## config.mk

```make
export PLATFORM = sky130hd
export DESIGN_NAME = tmr_clksel_prescaler
export DESIGN_NICKNAME = d
export VERILOG_FILES = /design/src/rtl/tcs_pkg.sv /design/src/rtl/tcs_prescale_ctr.sv /design/src/rtl/tcs_ext_edge.sv /design/src/rtl/tcs_tick_sel.sv /design/src/rtl/tmr_clksel_prescaler.sv
export SDC_FILE = /design/constraint.sdc
export NUM_CORES = 1
export LEC_CHECK = 0
export ABC_AREA = 1
export CAP_MARGIN = 20
export CORE_MARGIN = 2
export CORE_UTILIZATION = 45
export CTS_CLUSTER_SIZE = 24
export DETAILED_ROUTE_END_ITERATION = 6
export GPL_TIMING_DRIVEN = 0
export HOLD_SLACK_MARGIN = 0.03
export PLACE_DENSITY = 0.75
export SYNTH_ARGS = -nofsm -noshare
export SYNTH_HDL_FRONTEND = slang
export SYNTH_SLANG_ARGS = --single-unit
```

## constraint.sdc

```tcl
create_clock -name clk -period 1.8 [get_ports clk]
set_clock_uncertainty 0.15 [all_clocks]
set_input_delay 0.36 -clock clk [delete_from_list [all_inputs] [get_ports clk]]
set_output_delay 0.36 -clock clk [all_outputs]
set_load 0.05 [all_outputs]
```

## src/rtl/tcs_pkg.sv

```systemverilog
package tcs_pkg;

  typedef enum logic [2:0] {
    CS_STOP     = 3'b000,
    CS_DIV1     = 3'b001,
    CS_DIV8     = 3'b010,
    CS_DIV64    = 3'b011,
    CS_DIV256   = 3'b100,
    CS_DIV1024  = 3'b101,
    CS_EXT_FALL = 3'b110,
    CS_EXT_RISE = 3'b111
  } cs_sel_e;

  localparam int unsigned CS_NUM_DIV = 4;

  // Divide exponent for divider slot i (slot 0 is code 3'b010).
  function automatic int unsigned cs_div_log2(input int unsigned slot);
    case (slot)
      0:       return 3;
      1:       return 6;
      2:       return 8;
      default: return 10;
    endcase
  endfunction

endpackage

```

## src/rtl/tcs_prescale_ctr.sv

```systemverilog
module tcs_prescale_ctr #(
  parameter int unsigned W = 10
) (
  input  logic         clk,
  input  logic         rst_n,
  output logic [W-1:0] cnt
);

  logic [W-1:0] cnt_d;
  logic [W-1:0] cnt_q;

  always_comb begin
    cnt_d = cnt_q + {{(W-1){1'b0}}, 1'b1};
  end

  always_ff @(posedge clk or negedge rst_n) begin
    if (!rst_n) begin
      cnt_q <= '0;
    end else begin
      cnt_q <= cnt_d;
    end
  end

  assign cnt = cnt_q;

endmodule

```

## src/rtl/tcs_ext_edge.sv

```systemverilog
module tcs_ext_edge #(
  parameter int unsigned STAGES = 2
) (
  input  logic clk,
  input  logic rst_n,
  input  logic pin,
  output logic rise,
  output logic fall
);

  logic [STAGES-1:0] sync_q;
  logic [STAGES-1:0] sync_d;
  logic              last_q;
  logic              lvl;

  generate
    for (genvar s = 0; s < STAGES; s++) begin : g_sync
      if (s == 0) begin : g_first
        assign sync_d[s] = pin;
      end else begin : g_next
        assign sync_d[s] = sync_q[s-1];
      end
    end
  endgenerate

  assign lvl = sync_q[STAGES-1];

  always_ff @(posedge clk or negedge rst_n) begin
    if (!rst_n) begin
      sync_q <= '0;
      last_q <= 1'b0;
    end else begin
      sync_q <= sync_d;
      last_q <= lvl;
    end
  end

  always_comb begin
    rise = lvl & ~last_q;
    fall = ~lvl & last_q;
  end

endmodule

```

## src/rtl/tcs_tick_sel.sv

```systemverilog
module tcs_tick_sel
  import tcs_pkg::*;
#(
  parameter int unsigned W = 10
) (
  input  logic [2:0]   sel,
  input  logic [W-1:0] cnt,
  input  logic         rise,
  input  logic         fall,
  output logic         tick_d
);

  cs_sel_e               code;
  logic [CS_NUM_DIV-1:0] div_hit;

  assign code = cs_sel_e'(sel);

  generate
    for (genvar i = 0; i < CS_NUM_DIV; i++) begin : g_div
      localparam int unsigned L = cs_div_log2(i);
      assign div_hit[i] = &cnt[L-1:0];
    end
  endgenerate

  always_comb begin
    case (code)
      CS_STOP:     tick_d = 1'b0;
      CS_DIV1:     tick_d = 1'b1;
      CS_DIV8:     tick_d = div_hit[0];
      CS_DIV64:    tick_d = div_hit[1];
      CS_DIV256:   tick_d = div_hit[2];
      CS_DIV1024:  tick_d = div_hit[3];
      CS_EXT_FALL: tick_d = fall;
      CS_EXT_RISE: tick_d = rise;
      default:     tick_d = 1'b0;
    endcase
  end

endmodule

```

## src/rtl/tmr_clksel_prescaler.sv

```systemverilog
module tmr_clksel_prescaler #(
  parameter int unsigned PRESC_W     = 10,
  parameter int unsigned SYNC_STAGES = 2
) (
  input  logic               clk,
  input  logic               rst_n,
  input  logic [2:0]         sel,
  input  logic               ext_in,
  output logic               tick,
  output logic [PRESC_W-1:0] presc_cnt
);

  logic [PRESC_W-1:0] cnt;
  logic               ext_rise;
  logic               ext_fall;
  logic               tick_d;
  logic               tick_q;

  tcs_prescale_ctr #(.W(PRESC_W)) u_ctr (
    .clk   (clk),
    .rst_n (rst_n),
    .cnt   (cnt)
  );

  tcs_ext_edge #(.STAGES(SYNC_STAGES)) u_edge (
    .clk   (clk),
    .rst_n (rst_n),
    .pin   (ext_in),
    .rise  (ext_rise),
    .fall  (ext_fall)
  );

  tcs_tick_sel #(.W(PRESC_W)) u_sel (
    .sel    (sel),
    .cnt    (cnt),
    .rise   (ext_rise),
    .fall   (ext_fall),
    .tick_d (tick_d)
  );

  always_ff @(posedge clk or negedge rst_n) begin
    if (!rst_n) begin
      tick_q <= 1'b0;
    end else begin
      tick_q <= tick_d;
    end
  end

  assign tick      = tick_q;
  assign presc_cnt = cnt;

endmodule

```

=== After elaboration in Yosys (flattened, before gate mapping) ===
Index checks and enable logic that the tools add are counted.

* Latch bits: 0
* Flip-flop bits (word level): 14
* Output and inout port bits: 11
* Bits in read-only memories: 0
* Memories kept: 0
* Memory bits (writable): 0
* Bits of input ports: 6
* Logic and storage cells: 22

* Muxes and demuxes: 1
* Add/subtract/negate cells: 1
* Reduce and logical (&&, ||, !) cells: 5
* Equality and inequality tests: 7
* Bitwise operators: 4
* Multipliers: 0
* Shift-type cells: 0
* Magnitude comparators: 0
* Div/mod/pow operators: 0

{| class="wikitable"
|+ Operator list
! cell !! count
|-
| $eq 3x3->1 const B || 4
|-
| $add 10x1->10 const B || 1
|-
| $reduce_and 10->1 || 1
|-
| $pmux 1 s8 || 1
|-
| $reduce_and 8->1 || 1
|-
| $eq 3x2->1 const B || 2
|-
| $reduce_and 6->1 || 1
|-
| $eq 3x1->1 const B || 1
|-
| $logic_not 3->1 || 1
|-
| $reduce_and 3->1 || 1
|-
| $and 1x1->1 || 2
|-
| $not 1->1 || 2
|}

=== Longest topological paths before layout ===
Gate-level depths: netlist of the first run.

* Word-level depth: 3
* Gate-level depth with buffers: 7
* Mapped depth without buffers: 7

=== Modules after synthesis ===
Synthesis of the first run repeated with hierarchy kept, for this count alone.

* Cells, all modules: 84
* Area total of the unflattened synthesis: 693.2 um^2

{| class="wikitable"
|+ By module, submodules not included
! module !! area an instance (um^2) !! times used !! cells each !! seq. area each (um^2)
|-
| tcs_prescale_ctr || 466.7 || 1 || 52 || 250.2
|-
| tcs_tick_sel || 111.4 || 1 || 24 || 0.0
|-
| tcs_ext_edge || 90.1 || 1 || 7 || 75.1
|-
| tmr_clksel_prescaler || 25.0 || 1 || 1 || 25.0
|}

=== Least setup slack after synthesis of the first run ===
Ideal clock, no wire load.

* Path kind: register to register
* Start point: reg u_ctr.cnt_q[0] (netlist: u_ctr.cnt[0])
* End point: reg u_ctr.cnt_q[6] (netlist: u_ctr.cnt[6])
* Required time: 1568 ps
* Arrival time: 1381 ps
* Period minus slack after synthesis: 1613 ps
* Buffers on the path: 0
* Setup time: 82 ps
* Path slack: 187 ps
* Stages on the path, launching flop included: 7
* Cell sequence: dfrtp_1 ha_1 inv_1 nor2_4 inv_1 nor2_1 xor2_1

* Cells in the longest elaborated chain, start to end: 1

{| class="wikitable"
|+ RTL lines
! element !! line !! RTL
|-
| start, declared || tcs_prescale_ctr.sv:10 || <nowiki>logic [W-1:0] cnt_q;</nowiki>
|-
| start signal, assigned || tcs_prescale_ctr.sv:20 || <nowiki>cnt_q <= cnt_d;</nowiki>
|-
| $add 10x1->10 || tcs_prescale_ctr.sv:13 || <nowiki>cnt_d = cnt_q + {{(W-1){1'b0}}, 1'b1};</nowiki>
|-
| net u_ctr.cnt_d[6] || tcs_prescale_ctr.sv:9 || <nowiki>logic [W-1:0] cnt_d;</nowiki>
|}

The timed path passes the listed nets, and every way through them passes these cells.

=== Final worst setup path of the first run ===
* Start point: reg u_ctr.cnt_q[5] (netlist: u_ctr.cnt[5])
* End point: out presc_cnt[5]

{| class="wikitable"
|+ RTL lines
! element !! line !! RTL
|-
| end, declared || tmr_clksel_prescaler.sv:10 || <nowiki>output logic [PRESC_W-1:0] presc_cnt</nowiki>
|}

No word-level cell between the ends.

==> results of run 1 <==
[power groups by stage]
stage	clock, W	sequential, W	combinational (W)
2_1_floorplan	0	0.000333	0.00000856
3_3_place_gp	0	0.000327	0.0000369
3_5_place_dp	0	0.000328	0.0000379
4_1_cts	0.000179	0.000321	0.0000368
5_1_grt	0.000195	0.000322	0.0000398
6_report	0.000175	0.000321	0.0000358
[metal layers]
| metal | wire length (µm) | global-route usage | vias up | part of all wire |
|---|---|---|---|---|
| met4 | 12 | 0.09677 | 0 | 0.010 |
| li1 | - | - | 237 | - |
| met5 | 0 | 0 | - | 0 |
| met3 | 65 | 0.03043 | 2 | 0.056 |
| met2 | 584 | 0.2656 | 14 | 0.50 |
| met1 | 495 | 0.1780 | 230 | 0.43 |
[placed cells by master, fill, tap and decap left out, drive strengths merged]
cell type and count:
dlygate4sd2 10, clkbuf 3, nand3 3, o21ai 2
ha 2, inv 11, dfrtp 14, xor2 4
clkdlybuf4s50 5, a21oi 3, xnor2 1, nor2 7
clkdlybuf4s15 1, nand4 1, nand2 16, nor3b 1
[state kept, by name, summed over array words and instances, names as in the netlist]
register	count
tick	1
u_ctr.cnt	10
u_edge.sync_q	2
u_edge.last_q	1
[worst max-delay path by stage]
stage                                  end  cells after the start
floorplan           u_ctr.cnt[6]$_DFF_PN0_                      6
global placement              presc_cnt[4]                      1
detailed placement            presc_cnt[4]                      1
CTS                           presc_cnt[5]                      1
global route                  presc_cnt[5]                      1
finish                        presc_cnt[5]                      1
[metrics by stage]
step / power [W] / instance area [µm²] / worst slack [ns] / TNS, ns / cells
after floorplan: 0.0003417 / 631.9 / 0.1870 / 0 / 65
after global placement: 0.0003642 / 810.8 / 0.01109 / 0 / 96
after detailed placement: 0.0003654 / 810.8 / -0.003197 / -0.003197 / 96
after CTS: 0.0005365 / 822.0 / 0.05119 / 0 / 99
after global routing: 0.0005566 / 822.0 / 0.009067 / 0 / 99
final: 0.0005316 / 822.0 / 0.04045 / 0 / 99
[logic make-up after synthesis]
group                    after synthesis  share of synthesized area
buffers and inverters                 11                    0.06535
flip-flops                            14                     0.5545
XOR/XNOR                               5                    0.06930
adder cells (fa/ha/maj)                2                    0.03960
AO/OA/AOI/OAI                          5                    0.04553
AND/OR/NAND/NOR                       28                     0.2257
[final cells by class]
type                       instances  area share
timing repair buffer              16      0.1811
multi-input combinational         40      0.2922
sequential                        14      0.4262
clock buffer                       3     0.02740
tap                               15     0.02283
inverter                          11     0.05023
==> out/results.txt, run 1 <==
# resized after CTS -> 13
First-pass GRT wire length -> 2076 µm
Avg WL per Cell -> 11.69 µm
Critical Path Start Type -> flip-flop
Reg area -> 350.3 µm²
Delay-heaviest family, CP -> buffers and inverters
Switching Share -> 0.2256
Antenna Nets Post-Route -> 0
WHS Path Cells -> 0
Ports -> 17
Sequential share of the synthesized area -> 0.5545
CP max stage cell -> dlygate4sd2_1
Post-route core utilization -> 0.6317
Synthesized instance count -> 65
Vias in the first global route -> 514
Hold WC Path Type -> reg -> reg
Critical Path Max Stage Delay -> 0.55 ns
Worst path bufs/invs -> 1
Flop2flop setup slack -> 0.42 ns
Fmax achieved -> 568.3 MHz
Vias per std cell -> 4.879
R2r worst-path depth -> 6
Area delta synth->final -> 30.10%
Final nets -> 94
Most common flop cell mapped by yosys -> dfrtp_1
Final wirelength -> 1157 µm
Setup Fix Bufs, Post-CTS -> 0
Worst setup path class -> reg -> out
Pin count of the biggest net entering global routing -> 15
EDFF count, synth -> 0
Switching pwr -> 0.0001199 W
Die area -> 1720 µm²
CP Launch Point -> u_ctr.cnt[5]$_DFF_PN0_
Unrepaired setup endpoints after global routing -> false
Die Ht -> 41.47 µm
Cell area after synthesis -> 631.9 µm²
DR pass1 iterations -> 4
Ys async rst share -> 1.000
Clock transition at path regs -> 0.08 ns
Number of synthesized register bits -> 14
Tmin final -> 1.760 ns
Std cell rows -> 13
Cell-internal power -> 0.0004117 W
Status -> complete, no violations
Final Hold Vio Count -> 0
CTS Root Cell -> clkbuf_4
GRT Util Overall -> 0.1561
Synth top area share -> 0.5545
Hold-fix buffers, CTS -> 0
Slew headroom -> 0.5927
Comb power frac -> 0.067
Critical-path cell list -> dlygate4sd2_1
FF-to-FF Start -> u_ctr.cnt[0]$_DFF_PN0_
Final period util -> 0.9775
GRT overflow -> 0
Diodes inserted -> 0
Final setup vio count -> 0
Synth cell types -> 16
DRC -> 0
Initial drt markers -> 3
PD cells -> 646.7 nW/µm²
Die boundary width -> 41.47 µm
Post-synthesis average cell area -> 9.721 µm²
Maximum clock path buffer count -> 2
Max_cap viols -> 0
Biggest area consumer among synthesized cells -> dfrtp_1
Clock power frac -> 0.329
Clock Latency Late Sink -> 0.27 ns
Worst hold start -> u_edge.sync_q[0]$_DFF_PN0_
CTS tree -> built
Slew @ Worst Pin -> 0.6090 ns
Worst path required time -> 1.29 ns
Leakage power -> 0.4127 nW
Total via count in the routed design -> 483
H-tree levels -> 1
Slew Viols, Final -> 0
VDD IR max -> 0.5202 mV
GPL Wtd Cong -> 0.7178
Hold endpoint -> u_edge.sync_q[1]$_DFF_PN0_
IO Port Bufs -> 16
CP Max Fanout -> 4
Yosys Warn Count -> 0
Antenna violations before repair -> 0
Synth cell count leaders -> 14 x dfrtp_1, 14 x nand2_1, 11 x inv_1
Worst Path Arrival -> 1.25 ns
HPWL after detailed placement -> 851.7 µm
Syn_nets -> 73
CTS Sinks -> 14
Initial core utilization -> 0.4856
Fill cell count -> 117
CTS buffer count -> 3
Footprint of the multi-input gates -> 240.2 µm²
Synth area leaders -> dfrtp_1 55%, nand2_1 8.3%, inv_1 6.5%
Crit end category -> output port
Hold Worst Slack -> 0.2004 ns
Share of layout cells above drive strength 1 -> 0.1310
Sequential power share -> 0.604
Reg2reg end -> u_ctr.cnt[6]$_DFF_PN0_
Placeable Area -> 1301 µm²
Note: power is estimated with default switching activity, not from simulation.
==> run 2, diff against run 1 <==
--- a/config.mk
+++ b/config.mk
@@ -7,12 +7,10 @@
 export LEC_CHECK = 0
 export ABC_AREA = 1
 export CAP_MARGIN = 20
-export CORE_MARGIN = 2
 export CORE_UTILIZATION = 45
 export CTS_CLUSTER_SIZE = 24
 export DETAILED_ROUTE_END_ITERATION = 6
 export GPL_TIMING_DRIVEN = 0
-export HOLD_SLACK_MARGIN = 0.03
 export PLACE_DENSITY = 0.75
 export SYNTH_ARGS = -nofsm -noshare
 export SYNTH_HDL_FRONTEND = slang
==> constraint.sdc (replaced) <==
create_clock -name clk -period 1.8 [get_ports clk]
set_clock_uncertainty 0.15 [all_clocks]
set_input_delay 0.18 -clock clk [delete_from_list [all_inputs] [get_ports clk]]
set_output_delay 0.18 -clock clk [all_outputs]
set_load 0.05 [all_outputs]
==> run 2 against run 1 <==
  * Setup slack gained 0.030 ns
  * Flip-flop and latch count is the same
  * Final cell count grew 1.0%
  * Hold slack lost 0.072 ns
  * Core utilization grew 1.2 points
  * Die area shrank 9.4%
  * Critical endpoint is now tick
==> out/results.txt, run 2 (same netlist as run 1, synthesis figures left out) <==
Placeable Area -> 1301 µm²
Switching pwr -> 0.0001218 W
Setup TNS -> 0 ns
Total via count in the routed design -> 476
Vias in the first global route -> 457
CTS tree -> built
HPWL after detailed placement -> 809.5 µm
GRT overflow -> 0
Max_cap viols -> 0
Final setup vio count -> 0
R2r worst-path depth -> 6
Slew @ Worst Pin -> 0.6072 ns
First-pass GRT wire length -> 1869 µm
Ports -> 17
Avg WL per Cell -> 10.61 µm
Worst path required time -> 1.47 ns
CP Max Fanout -> 1
Status -> complete, no violations
Die Ht -> 39.47 µm
Vias per std cell -> 4.760
DRC -> 0
Std cell rows -> 13
Final period util -> 0.9608
H-tree levels -> 1
CP max stage cell -> clkdlybuf4s50_1
Clock power frac -> 0.383
Largest register FFs -> 10
Setup ws final -> 0.07055 ns
Slew headroom -> 0.5939
Switching Share -> 0.2099
Cell-internal power -> 0.0004584 W
Final nets -> 94
Setup WS pre-CTS -> 0.1781 ns
Worst path bufs/invs -> 1
Tmin final -> 1.729 ns
GPL Wtd Cong -> 0.6769
Hold Worst Slack -> 0.1279 ns
Share of layout cells above drive strength 1 -> 0.1294
Antenna Nets Post-Route -> 0
Delay-heaviest family, CP -> buffers and inverters
Die boundary width -> 39.47 µm
Hold WC Path Type -> in -> async
Critical Path Max Stage Delay -> 0.79 ns
Setup Fix Bufs, Post-CTS -> 0
GRT Util Overall -> 0.1887
Reg2reg end -> u_ctr.cnt[6]$_DFF_PN0_
Pin count of the biggest net entering global routing -> 15
Critical-path cell list -> clkdlybuf4s50_1
Clock Latency Late Sink -> 0.28 ns
Worst setup path class -> reg -> out
Hold-fix buffers, CTS -> 0
Die area -> 1558 µm²
Initial drt markers -> 2
Slew Viols, Final -> 0
Most frequent cells in the layout -> 14 x nand2_1, 14 x dfrtp_1, 11 x inv_1, 9 x dlygate4sd2_1, 6 x clkdlybuf4s50_1
Critical Path Start Type -> flip-flop
IO Port Bufs -> 16
Worst Path Arrival -> 1.40 ns
Final Hold Vio Count -> 0
PD cells -> 692.1 nW/µm²
Crit end category -> output port
CTS Root Cell -> clkbuf_4
Comb power frac -> 0.063
Area delta synth->final -> 32.67%
Unrepaired setup endpoints after global routing -> false
Clock transition at path regs -> 0.08 ns
Diodes inserted -> 0
CTS Sinks -> 14
Initial core utilization -> 0.4856
DR pass1 iterations -> 3
Maximum clock path buffer count -> 2
Sequential power share -> 0.553
Antenna violations before repair -> 0
FF-to-FF Start -> u_ctr.cnt[0]$_DFF_PN0_
CTS buffer count -> 3
Flop2flop setup slack -> 0.39 ns
Final wirelength -> 1061 µm
Power after layout -> 0.0005802 W
Fmax achieved -> 578.2 MHz
Leakage power -> 0.4271 nW
VDD IR max -> 0.4822 mV
run 2: routing by layer:
| metal | part of all wire | wire (µm) | vias up | track usage |
|---|---|---|---|---|
| li1 | - | - | 239 | - |
| met1 | 0.46 | 489 | 221 | 0.2174 |
| met2 | 0.46 | 483 | 12 | 0.2992 |
| met3 | 0.053 | 56 | 4 | 0.05114 |
| met4 | 0.029 | 31 | 0 | 0.1293 |
| met5 | 0 | 0 | - | 0 |
run 2: area by class of cell:
class                           count  area [µm²]
Tap cell                           15       18.77
Clock buffer                        4       36.28
Fill cell                         124       462.9
Sequential cell                    14       350.3
Timing Repair Buffer               16       151.4
Inverter                           11       41.29
Multi-Input combinational cell     40       240.2
run 2: worst max path at each step:
stage / startpoint / to / slack, ns / cells after the start
5_1_grt: tick$_DFF_PN0_ / tick / 0.005 / 1
3_3_place_gp: u_ctr.cnt[4]$_DFF_PN0_ / presc_cnt[4] / 0.19 / 1
3_5_place_dp: u_ctr.cnt[4]$_DFF_PN0_ / presc_cnt[4] / 0.18 / 1
6_report: tick$_DFF_PN0_ / tick / 0.07 / 1
4_1_cts: u_ctr.cnt[8]$_DFF_PN0_ / presc_cnt[8] / 0.01 / 1
2_1_floorplan: u_ctr.cnt[0]$_DFF_PN0_ / u_ctr.cnt[6]$_DFF_PN0_ / 0.19 / 6
run 2: repair_timing:
| action | CTS | global route |
|---|---|---|
| endpoints found under the hold margin | 0 | 0 |
| resized for setup | 9 | 1 |
| setup endpoints to repair | 9 | 1 |
run 2: per-stage QoR:
step	area, µm²	cells	util
2_1_floorplan	631.9	65	-
3_3_place_gp	810.8	96	0.6231
3_5_place_dp	810.8	96	0.6231
4_1_cts	835.8	100	0.6423
5_1_grt	838.3	100	0.6442
6_report	838.3	100	0.6442
run 2: power groups by stage:
stage | clock network (W) | logic (W) | registers, W
2_1_floorplan | 0 | 0.00000856 | 0.000333
3_3_place_gp | 0 | 0.0000369 | 0.000327
3_5_place_dp | 0 | 0.0000376 | 0.000327
4_1_cts | 0.000230 | 0.0000377 | 0.000321
5_1_grt | 0.000244 | 0.0000413 | 0.000322
6_report | 0.000222 | 0.0000367 | 0.000321
